File: src/rtl/pmdram_pkg.sv
package pmdram_pkg;

    localparam int unsigned NBANK  = 2;
    localparam int unsigned LANES  = 2;
    localparam int unsigned CAS_W  = NBANK * LANES;
    localparam logic [2:0]  SZ_TOP = 3'd4;

    typedef enum logic [3:0] {
        ST_IDLE,
        ST_OPEN,
        ST_PRE,
        ST_ROW,
        ST_CSET,
        ST_COL,
        ST_RPRE,
        ST_CBR_CAS,
        ST_CBR_RAS,
        ST_CBR_END
    } dr_state_e;

    function automatic logic [2:0] clamp_size(input logic [2:0] sz);
        return (sz > SZ_TOP) ? SZ_TOP : sz;
    endfunction

    function automatic logic [4:0] col_bits(input logic [2:0] sz, input logic [4:0] base);
        logic [2:0] s;
        s = clamp_size(sz);
        return base + {3'b000, s[2:1]};
    endfunction

    function automatic logic [4:0] row_bits(input logic [2:0] sz, input logic [4:0] base);
        logic [2:0] s;
        s = clamp_size(sz);
        return base + {2'b00, s} - {3'b000, s[2:1]};
    endfunction

endpackage

File: src/rtl/pmdram_addr_split.sv
module pmdram_addr_split
    import pmdram_pkg::*;
#(
    parameter int unsigned AW   = 23,
    parameter int unsigned MA_W = 11
) (
    input  logic [AW-1:0]   addr,
    input  logic [2:0]      size,
    output logic [MA_W-1:0] row,
    output logic [MA_W-1:0] col,
    output logic            bank
);

    localparam logic [4:0] BASE_W = 5'(MA_W - 2);

    logic [4:0]      cw;
    logic [4:0]      rw;
    logic [AW-1:0]   above;
    logic [MA_W-1:0] ones;

    always_comb begin
        cw    = col_bits(size, BASE_W);
        rw    = row_bits(size, BASE_W);
        ones  = '1;
        above = addr >> cw;
        col   = addr[MA_W-1:0] & ~(ones << cw);
        row   = above[MA_W-1:0] & ~(ones << rw);
        bank  = |(above & (AW'(1) << rw));
    end

endmodule

File: src/rtl/pmdram_page_tag.sv
module pmdram_page_tag #(
    parameter int unsigned MA_W = 11
) (
    input  logic            clk,
    input  logic            rst_n,
    input  logic            load,
    input  logic            clear,
    input  logic [MA_W-1:0] load_row,
    input  logic [MA_W-1:0] cmp_row,
    output logic            hit
);

    logic            tag_vld;
    logic [MA_W-1:0] tag_row;

    always_ff @(posedge clk) begin
        if (!rst_n) begin
            tag_vld <= 1'b0;
            tag_row <= '0;
        end else if (clear) begin
            tag_vld <= 1'b0;
        end else if (load) begin
            tag_vld <= 1'b1;
            tag_row <= load_row;
        end
    end

    assign hit = tag_vld && (tag_row == cmp_row);

    // a refresh closes the page, so nothing can hit right after it
    p_clear_miss_r11: assert property (@(posedge clk) disable iff (!rst_n)
        clear |=> !hit);

endmodule

File: src/rtl/pmdram_fsm.sv
module pmdram_fsm
    import pmdram_pkg::*;
#(
    parameter int unsigned MA_W = 11
) (
    input  logic             clk,
    input  logic             rst_n,
    input  logic             req,
    input  logic             req_pipe,
    input  logic             hit,
    input  logic             ref_pend,
    input  logic [MA_W-1:0]  acc_row,
    input  logic [MA_W-1:0]  acc_col,
    input  logic             acc_bank,
    input  logic [LANES-1:0] acc_be,
    input  logic             acc_wr,
    output logic             accept,
    output logic             ref_go,
    output logic             page_load,
    output logic [MA_W-1:0]  mem_addr,
    output logic             ras_n,
    output logic [CAS_W-1:0] cas_n,
    output logic             we_n,
    output logic             acc_done,
    output logic             wait_vld,
    output logic [1:0]       wait_cnt
);

    dr_state_e state;
    dr_state_e nxt;
    logic      can_go;
    logic      cas_col;
    logic      cas_ref;
    logic [1:0] wait_next;

    assign can_go = (state == ST_IDLE) || (state == ST_OPEN);
    assign ref_go = can_go && ref_pend;
    assign accept = can_go && !ref_pend && req;

    always_comb begin
        if (state == ST_IDLE) begin
            wait_next = 2'd1;
        end else if (hit) begin
            wait_next = req_pipe ? 2'd0 : 2'd1;
        end else begin
            wait_next = 2'd2;
        end
    end

    // next-state logic
    always_comb begin
        nxt = state;
        unique case (state)
            ST_IDLE: begin
                if (ref_pend)  nxt = ST_CBR_CAS;
                else if (req)  nxt = ST_ROW;
            end
            ST_OPEN: begin
                if (ref_pend)  nxt = ST_RPRE;
                else if (req)  nxt = hit ? (req_pipe ? ST_COL : ST_CSET) : ST_PRE;
            end
            ST_PRE:     nxt = ST_ROW;
            ST_ROW:     nxt = ST_COL;
            ST_CSET:    nxt = ST_COL;
            ST_COL:     nxt = ST_OPEN;
            ST_RPRE:    nxt = ST_CBR_CAS;
            ST_CBR_CAS: nxt = ST_CBR_RAS;
            ST_CBR_RAS: nxt = ST_CBR_END;
            ST_CBR_END: nxt = ST_IDLE;
            default:    nxt = ST_IDLE;
        endcase
    end

    // state register and wait report
    always_ff @(posedge clk) begin
        if (!rst_n) begin
            state    <= ST_IDLE;
            wait_vld <= 1'b0;
            wait_cnt <= 2'd0;
        end else begin
            state    <= nxt;
            wait_vld <= accept;
            if (accept) wait_cnt <= wait_next;
        end
    end

    // output decode
    always_comb begin
        ras_n     = 1'b1;
        we_n      = 1'b1;
        mem_addr  = '0;
        acc_done  = 1'b0;
        cas_col   = 1'b0;
        cas_ref   = 1'b0;
        page_load = 1'b0;
        unique case (state)
            ST_IDLE, ST_PRE, ST_RPRE, ST_CBR_END: begin
            end
            ST_OPEN: ras_n = 1'b0;
            ST_ROW: begin
                ras_n     = 1'b0;
                mem_addr  = acc_row;
                page_load = 1'b1;
            end
            ST_CSET: begin
                ras_n    = 1'b0;
                mem_addr = acc_col;
            end
            ST_COL: begin
                ras_n    = 1'b0;
                mem_addr = acc_col;
                cas_col  = 1'b1;
                we_n     = !acc_wr;
                acc_done = 1'b1;
            end
            ST_CBR_CAS: cas_ref = 1'b1;
            ST_CBR_RAS: begin
                cas_ref = 1'b1;
                ras_n   = 1'b0;
            end
            default: begin
            end
        endcase
    end

    for (genvar b = 0; b < NBANK; b++) begin : g_bank
        for (genvar l = 0; l < LANES; l++) begin : g_lane
            assign cas_n[b*LANES+l] = !(cas_ref ||
                (cas_col && (acc_bank == 1'(b)) && acc_be[l]));
        end
    end

    // when the row strobe falls with every column strobe low, they were already low
    p_cbr_order_r10: assert property (@(posedge clk) disable iff (!rst_n)
        (!ras_n && $past(ras_n) && (cas_n == '0)) |-> ($past(cas_n) == '0));

    // the reported count never exceeds two
    p_wait_bound_r13: assert property (@(posedge clk) disable iff (!rst_n)
        wait_vld |-> (wait_cnt <= 2'd2));

    // a pipelined hit finishes on the next cycle
    p_pipe_hit_r3: assert property (@(posedge clk) disable iff (!rst_n)
        (accept && (state == ST_OPEN) && hit && req_pipe) |=> acc_done);

    // an access drives at most one bank's lanes
    p_lane_count_r8: assert property (@(posedge clk) disable iff (!rst_n)
        (!ras_n && (cas_n != '0)) |-> ($countones(~cas_n) <= LANES));

    // refresh starting means no access completes next cycle
    p_holdoff_r12: assert property (@(posedge clk) disable iff (!rst_n)
        ref_go |=> !acc_done);

    // write enable only together with a column strobe
    p_we_with_cas_r9: assert property (@(posedge clk) disable iff (!rst_n)
        !we_n |-> (cas_n != '1));

endmodule

File: src/rtl/pmdram_ctrl.sv
module pmdram_ctrl
    import pmdram_pkg::*;
#(
    parameter int unsigned AW   = 23,
    parameter int unsigned MA_W = 11
) (
    input  logic            clk,
    input  logic            rst_n,
    input  logic [2:0]      cfg_size,
    input  logic [AW-1:0]   cpu_addr,
    input  logic [1:0]      cpu_be,
    input  logic            cpu_ads,
    input  logic            cpu_pipe,
    input  logic            cpu_wr,
    input  logic            ref_req,
    output logic [MA_W-1:0] mem_addr,
    output logic            ras_n,
    output logic [3:0]      cas_n,
    output logic            we_n,
    output logic            acc_done,
    output logic            wait_vld,
    output logic [1:0]      wait_cnt
);

    logic            hold_vld;
    logic [AW-1:0]   hold_addr;
    logic [1:0]      hold_be;
    logic            hold_pipe;
    logic            hold_wr;
    logic            ref_pend;

    logic [AW-1:0]   src_addr;
    logic [1:0]      src_be;
    logic            src_pipe;
    logic            src_wr;
    logic            req;

    logic [MA_W-1:0] src_row;
    logic [MA_W-1:0] src_col;
    logic            src_bank;

    logic [MA_W-1:0] acc_row;
    logic [MA_W-1:0] acc_col;
    logic            acc_bank;
    logic [1:0]      acc_be;
    logic            acc_wr;

    logic            hit;
    logic            accept;
    logic            ref_go;
    logic            page_load;

    assign req      = cpu_ads || hold_vld;
    assign src_addr = hold_vld ? hold_addr : cpu_addr;
    assign src_be   = hold_vld ? hold_be   : cpu_be;
    assign src_pipe = hold_vld ? hold_pipe : cpu_pipe;
    assign src_wr   = hold_vld ? hold_wr   : cpu_wr;

    pmdram_addr_split #(.AW(AW), .MA_W(MA_W)) u_split (
        .addr (src_addr),
        .size (cfg_size),
        .row  (src_row),
        .col  (src_col),
        .bank (src_bank)
    );

    pmdram_page_tag #(.MA_W(MA_W)) u_tag (
        .clk      (clk),
        .rst_n    (rst_n),
        .load     (page_load),
        .clear    (ref_go),
        .load_row (acc_row),
        .cmp_row  (src_row),
        .hit      (hit)
    );

    pmdram_fsm #(.MA_W(MA_W)) u_fsm (
        .clk       (clk),
        .rst_n     (rst_n),
        .req       (req),
        .req_pipe  (src_pipe),
        .hit       (hit),
        .ref_pend  (ref_pend),
        .acc_row   (acc_row),
        .acc_col   (acc_col),
        .acc_bank  (acc_bank),
        .acc_be    (acc_be),
        .acc_wr    (acc_wr),
        .accept    (accept),
        .ref_go    (ref_go),
        .page_load (page_load),
        .mem_addr  (mem_addr),
        .ras_n     (ras_n),
        .cas_n     (cas_n),
        .we_n      (we_n),
        .acc_done  (acc_done),
        .wait_vld  (wait_vld),
        .wait_cnt  (wait_cnt)
    );

    // deferred request and refresh pending flag
    always_ff @(posedge clk) begin
        if (!rst_n) begin
            hold_vld  <= 1'b0;
            hold_addr <= '0;
            hold_be   <= '0;
            hold_pipe <= 1'b0;
            hold_wr   <= 1'b0;
            ref_pend  <= 1'b0;
        end else begin
            ref_pend <= (ref_pend && !ref_go) || ref_req;
            if (accept && hold_vld) begin
                hold_vld <= 1'b0;
            end else if (cpu_ads && !accept) begin
                hold_vld  <= 1'b1;
                hold_addr <= cpu_addr;
                hold_be   <= cpu_be;
                hold_pipe <= cpu_pipe;
                hold_wr   <= cpu_wr;
            end
        end
    end

    // fields of the access being run
    always_ff @(posedge clk) begin
        if (!rst_n) begin
            acc_row  <= '0;
            acc_col  <= '0;
            acc_bank <= 1'b0;
            acc_be   <= '0;
            acc_wr   <= 1'b0;
        end else if (accept) begin
            acc_row  <= src_row;
            acc_col  <= src_col;
            acc_bank <= src_bank;
            acc_be   <= src_be;
            acc_wr   <= src_wr;
        end
    end

    // a held request is served once the controller accepts again
    p_hold_served_r12: assert property (@(posedge clk) disable iff (!rst_n)
        (accept && hold_vld) |=> (wait_vld && !hold_vld));

endmodule

File: config.mk
export PLATFORM = sky130hd
export DESIGN_NAME = pmdram_ctrl
export DESIGN_NICKNAME = d
export VERILOG_FILES = /design/src/rtl/pmdram_pkg.sv /design/src/rtl/pmdram_addr_split.sv /design/src/rtl/pmdram_page_tag.sv /design/src/rtl/pmdram_fsm.sv /design/src/rtl/pmdram_ctrl.sv
export SDC_FILE = /design/constraint.sdc
export NUM_CORES = 1
export LEC_CHECK = 0
export BUFFER_PORTS_ARGS = -buffer_cell sky130_fd_sc_hd__buf_2
export CORE_ASPECT_RATIO = 1.75
export CORE_UTILIZATION = 35
export DETAILED_ROUTE_END_ITERATION = 8
export HOLD_SLACK_MARGIN = 0.08
export PLACE_DENSITY_LB_ADDON = 0.05
export SLEW_MARGIN = 25
export SYNTH_ARGS = -nofsm -noshare
export SYNTH_HDL_FRONTEND = slang
export SYNTH_SLANG_ARGS = --single-unit
File: constraint.sdc
create_clock -name clk -period 3.5 [get_ports clk]
set_clock_uncertainty 0.05 [all_clocks]
set_input_delay 0.35 -clock clk [delete_from_list [all_inputs] [get_ports clk]]
set_output_delay 0.35 -clock clk [all_outputs]
set_load 0.005 [all_outputs]
# Word level (Yosys, flattened, before mapping)
# Cells that the tools add are included.
word_totals:
  out_inout_bits: 21
  reg_bits: 74
  in_bits: 34
op_classes:
  shifts: 4
  n_eq_ne: 11
  bitwise: 9
  addsub: 3
  n_reduce_logical: 39
  order_cmp: 1
  n_mux: 21
op_table:
  columns: ["operator", "count"]
  rows:
  - ["4-bit case mux with 8 select lines", 1]
  - ["23-bit AND", 1]
  - ["23-bit 2-to-1 mux", 1]
  - ["23-bit OR reduction", 1]
  - ["1-bit by 5-bit << shifter with 23-bit output, first input constant", 1]
  - ["23-bit by 5-bit >> shifter with 23-bit output", 1]
  - ["11-bit AND", 2]
  - ["11-bit inverter", 2]
  - ["11-bit case mux with 2 select lines", 1]
  - ["11-bit by 5-bit << shifter with 11-bit output, first input constant", 2]
  - ["4-bit 2-to-1 mux", 5]
  - ["4-bit by 3-bit equality test with 1-bit output, second input constant", 4]
  - ["1-bit logical AND", 13]
  - ["11-bit equality test", 1]
  - ["2-bit OR reduction", 5]
  - ["1-bit 2-to-1 mux", 9]
  - ["4-bit by 2-bit equality test with 1-bit output, second input constant", 2]
  - ["1-bit logical NOT", 8]
  - ["1-bit logical OR", 7]
  - ["2-bit 2-to-1 mux", 3]
  - ["3-bit by 2-bit != test with 1-bit output, second input constant", 2]
  - ["2-bit AND reduction", 3]
  - ["4-bit by 2-bit adder with 5-bit output, first input constant", 1]
  - ["4-bit by 3-bit adder with 5-bit output, first input constant", 1]
  - ["8 further kinds", 11]

# Depth between registers and ports, before layout
# Gate-level depths: netlist (run 1).
depth:
  word_depth: 13
  mapped_depth: 15
  ltp_nobuf: 12

# Hierarchy
# From an unflattened synthesis (run 1), not the netlist that was laid out.
unflattened:
  cells_unflattened: 499
  hier_area_um2: 4324.1
modules_own_cells:
  columns: ["mod", "cells_per_inst", "n_inst", "seq_area_each_um2", "area_per_inst_um2"]
  rows:
  - ["pmdram_ctrl", 240, 1, 1101.1, 2388.5]
  - ["pmdram_addr_split", 113, 1, 0.0, 757.0]
  - ["pmdram_fsm", 79, 1, 140.1, 611.8]
  - ["pmdram_page_tag", 67, 1, 240.2, 566.8]

# Worst setup path after synthesis (run 1)
# Ideal clock, no wire load.
synth_timing:
  kind: "input-to-reg"
  startpoint: "input port cfg_size[1]"
  endpoint: "register u_fsm.state[0]"
  setup_slack_ns: -0.090
  required_ns: 3.354
  arrival_time_ns: 3.444
  path_stages: 15
  path_buffers: 4
  path_cell_list: "buf_6 > buf_8 > buf_6 > nor2b_1 > inv_1 > ha_1 > fa_1 > clkbuf_1 > nor4_1 > nand3_1 > nand4_1 > o2111ai_1 > nor4_4 > nand3_2 > o41ai_2"
synth_between:
  elab_chain_len: 13
  elab_cells_between_ends: 15
  cone_classes: "add/sub (3); order compare (1); eq/ne (1); shift (2); mux (5); bitwise (2); reduce/logical (1)"
synth_lines:
  columns: ["item", "line", "rtl"]
  rows:
  - ["start: declaration", "pmdram_ctrl.sv:9", "input logic [2:0] cfg_size,"]
  - ["3-bit greater-than comparator", "pmdram_pkg.sv:22", "return (sz > SZ_TOP) ? SZ_TOP : sz;"]
  - ["3-bit 2-to-1 mux *", "pmdram_pkg.sv:22", null]
  - ["4-bit by 3-bit adder with 5-bit output", "pmdram_pkg.sv:34", "return base + {2'b00, s} - {3'b000, s[2:1]};"]
  - ["5-bit by 2-bit subtractor with 5-bit output", "pmdram_pkg.sv:34", null]
  - ["11-bit by 5-bit << shifter with 11-bit output", "pmdram_addr_split.sv:27", "row = above[MA_W-1:0] & ~(ones << rw);"]
  - ["11-bit inverter", "pmdram_addr_split.sv:27", null]
  - ["11-bit AND *", "pmdram_addr_split.sv:27", null]
  - ["11-bit equality test *", "pmdram_page_tag.sv:28", "assign hit = tag_vld && (tag_row == cmp_row);"]
  - ["1-bit logical AND *", "pmdram_page_tag.sv:28", null]
  - ["4-bit 2-to-1 mux * (2 in a row)", "pmdram_fsm.sv:60", "else if (req) nxt = hit ? (req_pipe ? ST_COL : ST_CSET) : ST_PRE;"]
  - ["4-bit 2-to-1 mux *", "pmdram_fsm.sv:59", "if (ref_pend) nxt = ST_RPRE;"]
  - ["4-bit case mux with 8 select lines *", "pmdram_fsm.sv:53", "unique case (state)"]
  - ["end signal: assignment", "pmdram_fsm.sv:81", "state <= nxt;"]
  - ["end: declaration", "pmdram_fsm.sv:29", "dr_state_e state;"]
# Mark *: on every way between the ends. The rest lies on a longest branch, timed or not. The select of a mux whose other input is x is not followed.
# A chain may end at the register's enable or synchronous reset.

# Worst setup path after layout (run 1)
layout_timing:
  startpoint: "input port cfg_size[2]"
  endpoint: "register u_fsm.state[0]"
# The elaborated chain is that of the path after synthesis.

==> results of run 1 <==
[cell usage after synthesis, types with 2 or more instances]
cell type | instances | area, sq um
buf_6 | 2 | 22.5
inv_1 | 14 | 52.6
o2111ai_1 | 2 | 17.5
nor2b_1 | 6 | 37.5
a21o_1 | 2 | 15.0
o21ai_1 | 4 | 20.0
nor4_1 | 2 | 12.5
buf_2 | 4 | 20.0
a22oi_1 | 4 | 30.0
nand2_1 | 123 | 462
or2_2 | 3 | 18.8
nand4_1 | 6 | 37.5
o21a_1 | 2 | 15.0
o211ai_1 | 3 | 22.5
mux2i_1 | 28 | 280
dfxtp_1 | 74 | 1480
a221oi_1 | 2 | 17.5
o21ai_0 | 8 | 40.0
buf_1 | 3 | 11.3
nand2b_1 | 2 | 12.5
nor3_1 | 10 | 50.1
a31oi_1 | 5 | 31.3
nand3_1 | 8 | 40.0
o31ai_1 | 3 | 22.5
and3_1 | 4 | 25.0
o221a_2 | 2 | 22.5
and2_1 | 2 | 12.5
clkbuf_1 | 28 | 105
mux4_2 | 8 | 180
ha_1 | 5 | 62.6
nor3b_1 | 2 | 15.0
nor2_1 | 50 | 188
inv_2 | 2 | 7.51
mux2_2 | 5 | 56.3
a21oi_1 | 64 | 320
a211oi_1 | 19 | 143
mux2_1 | 7 | 78.8
[logic make-up after synthesis]
family / count (synthesis) / synth area share
AO/OA/AOI/OAI: 134 / 0.199
XOR/XNOR: 1 / 0.00205
adder cells (fa/ha/maj): 6 / 0.0193
buffers and inverters: 54 / 0.0547
flip-flops: 74 / 0.346
multiplexers: 50 / 0.148
AND/OR/NAND/NOR: 225 / 0.230
[layer usage]
metal,vias to the layer above,part of all wire,track usage
met2,83,0.54,0.432
li1,2016,-,-
met3,27,0.023,0.0322
met5,-,0,0
met1,1901,0.39,0.246
met4,0,0.043,0.115
[metrics by stage]
| stage | std cells | total power (uW) | setup WS [ns] | hold WS (ns) | instance area [sq um] |
|---|---|---|---|---|---|
| after global routing | 736 | 3040 | 0.217 | 0.212 | 5080 |
| after global placement | 720 | 1830 | 0.194 | 0.390 | 4730 |
| after detailed placement | 720 | 1830 | 0.0858 | 0.397 | 4730 |
| final | 736 | 2880 | 0.405 | 0.209 | 5080 |
| after floorplan | 544 | 1560 | 0.00525 | 0.382 | 4290 |
| after CTS | 736 | 2920 | 0.425 | 0.203 | 5080 |
[power by group through the flow]
stage | registers [uW] | logic (uW) | clock network (uW)
3_5_place_dp | 1050 | 785 | 0
5_1_grt | 1040 | 864 | 1130
3_3_place_gp | 1050 | 782 | 0
4_1_cts | 1030 | 787 | 1100
6_report | 1030 | 781 | 1070
2_1_floorplan | 1000 | 559 | 0
[area by class of cell]
type / instances / area share
inverter: 16 / 0.0118
multi-input combinational: 416 / 0.508
clock inverter: 6 / 0.0222
clock buffer: 10 / 0.0451
sequential: 74 / 0.292
timing repair buffer: 77 / 0.0873
tap: 137 / 0.0338
[registers in the layout (all words and copies together), names as in the netlist]
signal / cells
acc_bank: 1
acc_be: 2
acc_col: 11
acc_row: 11
acc_wr: 1
hold_addr: 23
hold_be: 2
hold_pipe: 1
hold_vld: 1
hold_wr: 1
ref_pend: 1
u_fsm.state: 4
u_fsm.wait_cnt: 2
u_fsm.wait_vld: 1
u_tag.tag_row: 11
u_tag.tag_vld: 1
[worst paths after layout]
kind,startpoint,cells after the start,end,slack [ns]
max,cfg_size[2],11,u_fsm.state[0],0.41
min,cpu_be[0],3,hold_be[0],0.21
max reg2reg,hold_vld,7,u_fsm.state[0],0.73
min reg2reg,hold_addr[7],2,hold_addr[7],0.40
[worst max-delay path, delay by kind of cell]
kind / cells / cell delay [ns]
AO/OA/AOI/OAI: 3 / 0.88
adder cells (fa/ha/maj): 2 / 0.82
buffers and inverters: 2 / 0.21
multiplexers: 1 / 0.29
AND/OR/NAND/NOR: 3 / 0.74
==> impl_metrics.toml, run 1 <==
[routing]
num_vias = 4027
routedWlPerCell_um = 19.1
drtAntennaViolNets = 0
first_pass_iters = 4
drtIter0Drc = 142
drc = 0
avgViaCountPerCell = 5.47
wirelength_um = 14000

[worst_setup_path]
worstPathRequired_ns = 3.69
worstSetupStartpointType = "primary input"
cp_cell_sequence = "buf_2, nor2b_1, inv_1, ha_1, fa_1, o31ai_1, a21oi_1, mux2_2, nor4_2, nand3_2, o41ai_2"
critPathSlowestCell = "fa_1"
crit_fanout = 9
cp.arrival_ns = 3.28
endpoint_kind = "flip-flop"
cpPeakStageDelay_ns = 0.59
path_class = "in2reg"

[layout]
multi_input_area_sq_um = 2580
diodes = 0
mostFrequentLayoutCell = "nand2_1"
area_growth_pct = 18.7
final_util = 0.425
nFillCells = 1277
drive_gt1_frac = 0.209
fin_nets = 634
final_cell_mix = "nand2_1, dfxtp_1, a21oi_1"
seq_area_sq_um = 1480

[outcome]
run_status = "completed"

[die]
die_y_um = 148
dieArea_sq_um = 12700
die_x_um = 85.6
core_area_sq_um = 11900
ios = 55
initial_core_util = 0.358
std_cell_rows = 53

[clocking]
cts_tree = "built"
htree_levels = 3
cts.path.max_buffers = 2
cts_sinks = 74
cts_hold_buf = 0
worstSkewPairLatency_ns = 0.34
cts_root_buf = "clkbuf_16"
post_cts_buffers = 0
cts.clk_slew.worst_paths_ns = 0.06
cts_buffers = 9
cts_resized = 0

[global_routing]
track_usage = 0.230
gr-total-overflow = 0
grt_max_degree = 53
grt_pass1_wl_um = 21900
antenna_found_initial = 0
grt_pass1_vias = 3947

[power_and_ir_drop]
switching_power_uw = 934
peakVddDrop_uv = 316
clock_power_share = 0.372
p_int_uw = 1950
p_per_area_nw_per_um2 = 568
p_comb_frac = 0.271
leakage_uw = 0.00201
p_seq_frac = 0.357
switching_share = 0.324

[synth]
ys_seq_area_frac = 0.346
ys_seq_elements = 74
yosys_warnings = 0
async_reset_ff_frac = 0
synth_flop_cell = "dfxtp_1"
synth_area_sq_um = 4280
avgSynthCellArea_sq_um = 7.86
syn-num-nets = 584
synthCells = 544
synth-edff-count = 0
synthDistinctLibCells = 63

[timing]
relSlewSlack = 0.320
hold_violations = 0
fmaxAchievable_ghz = 0.323
min_period_ns = 3.09
setup-tns-final_ns = 0
fin_crit_sh = 0.884
slew_violations = 0
setup_viol = 0
tightest_slew_ns = 1.01
rsz0062_at_grt = "no"

[placement]
gp_congestion = 0.921
dp.final_hpwl_um = 10700
portBuffers = 54

[worst_hold_path]
hold_class = "in2reg"

[job]
cap_violations = 0
No activity file was read; power rests on OpenSTA's default activity.
==> inputs of run 2 (changes only) <==
- CORE_UTILIZATION: 35 -> 53
==> impl_metrics.toml, run 2 (synthesized netlist as in run 1, its figures left out) <==
[layout]
fin_nets = 633
diodes = 0
nFillCells = 741
area_growth_pct = 16.1
regMostFlops = "hold_addr"
largest_reg_flops = 23
mostFrequentLayoutCell = "nand2_1"
drive_gt1_frac = 0.207
final_util = 0.632
final_cell_mix = "nand2_1, dfxtp_1, a21oi_1"

[placement]
dp_slack_ns = 0.170
dp.final_hpwl_um = 9610
gp_congestion = 1.00
portBuffers = 54

[clocking]
cts_buffers = 9
cts_sinks = 74
cts.clk_slew.worst_paths_ns = 0.06
cts_hold_buf = 0
cts_tree = "built"
worstSkewPairLatency_ns = 0.34
cts_resized = 0
cts.path.max_buffers = 2
cts_root_buf = "clkbuf_16"
post_cts_buffers = 0
htree_levels = 3

[routing]
drc = 0
first_pass_iters = 5
num_vias = 4079
routedWlPerCell_um = 18.4
drtAntennaViolNets = 0
avgViaCountPerCell = 5.93
drtIter0Drc = 204
wirelength_um = 12600

[die]
die_y_um = 121
initial_core_util = 0.545
dieArea_sq_um = 8450
die_x_um = 69.9
ios = 55
std_cell_rows = 43
core_area_sq_um = 7860

[worst_hold_path]
hp-start = "cpu_addr[21]"
hold_class = "in2reg"

[power_and_ir_drop]
p_per_area_nw_per_um2 = 547
peakVddDrop_uv = 330
leakage_uw = 0.00198

[timing]
hold_violations = 0
fin_ws_ns = 0.493
slew_violations = 0
relSlewSlack = 0.416
fin_crit_sh = 0.859
tightest_slew_ns = 0.875
fmaxAchievable_ghz = 0.333
setup-tns-final_ns = 0
rsz0062_at_grt = "no"
setup_viol = 0
min_period_ns = 3.01

[worst_setup_path]
endpoint_kind = "flip-flop"
cp.arrival_ns = 3.20
regToRegSetupSlack_ns = 0.73
path_class = "in2reg"
crit_fanout = 6
crit_start = "cfg_size[2]"
worstPathRequired_ns = 3.70
worstSetupStartpointType = "primary input"
r2r_start = "hold_vld"

[global_routing]
grt_pass1_wl_um = 19900
antenna_found_initial = 0
gr-total-overflow = 0
grt_max_degree = 53
grt_pass1_vias = 3850
track_usage = 0.310

[outcome]
run_status = "completed"

[job]
cap_violations = 0
-- run 2: critical path: stages --
cell	delay, ns
buf_2	0.12
nor2b_1	0.17
inv_1	0.06
ha_1	0.23
fa_1	0.55
o31ai_1	0.43
a21oi_1	0.13
mux2_2	0.28
nor4_2	0.45
nand3_2	0.16
o41ai_2	0.27
-- run 2: area by class of cell --
cell class	instances	area [sq um]	area share
clock inverters	6	65.1	0.0131
multi-input cells	416	2580	0.520
inverters	16	60.1	0.0121
flip-flops and latches	74	1480	0.299
well taps	90	113	0.0227
clock buffers	10	229	0.0461
repair buffers	76	435	0.0877
-- run 2: stage by stage --
step	cells	instance area, sq um	hold slack, ns	total power (uW)
2_1_floorplan	544	4290	0.382	1560
3_3_place_gp	672	4660	0.390	1790
3_5_place_dp	672	4660	0.396	1800
4_1_cts	688	4960	0.208	2730
5_1_grt	688	4960	0.223	2850
6_report	688	4960	0.209	2720
-- run 2: power breakdown --
group / switching [uW] / internal, uW / leakage (uW)
Clock: 372 / 553 / 0.000143
Combinational: 445 / 307 / 0.00123
Sequential: 100 / 940 / 0.000605
Total: 918 / 1800 / 0.00198
-- run 2: worst paths after layout --
| kind | end | cells past startpoint |
|---|---|---|
| worst min-delay path | hold_addr[21] | 3 |
| worst max-delay path | u_fsm.state[0] | 11 |
| worst max register to register | u_fsm.state[0] | 7 |
| worst min register to register | acc_row[4] | 2 |
-- run 2: metal layers --
| metal | global-route usage | routed length (um) | part of all wire | vias to the layer above |
|---|---|---|---|---|
| met2 | 0.585 | 6900 | 0.55 | 108 |
| met4 | 0.166 | 596 | 0.047 | 0 |
| met5 | 0 | 0 | 0 | - |
| li1 | - | - | - | 2021 |
| met1 | 0.320 | 4690 | 0.37 | 1916 |
| met3 | 0.0490 | 449 | 0.036 | 34 |
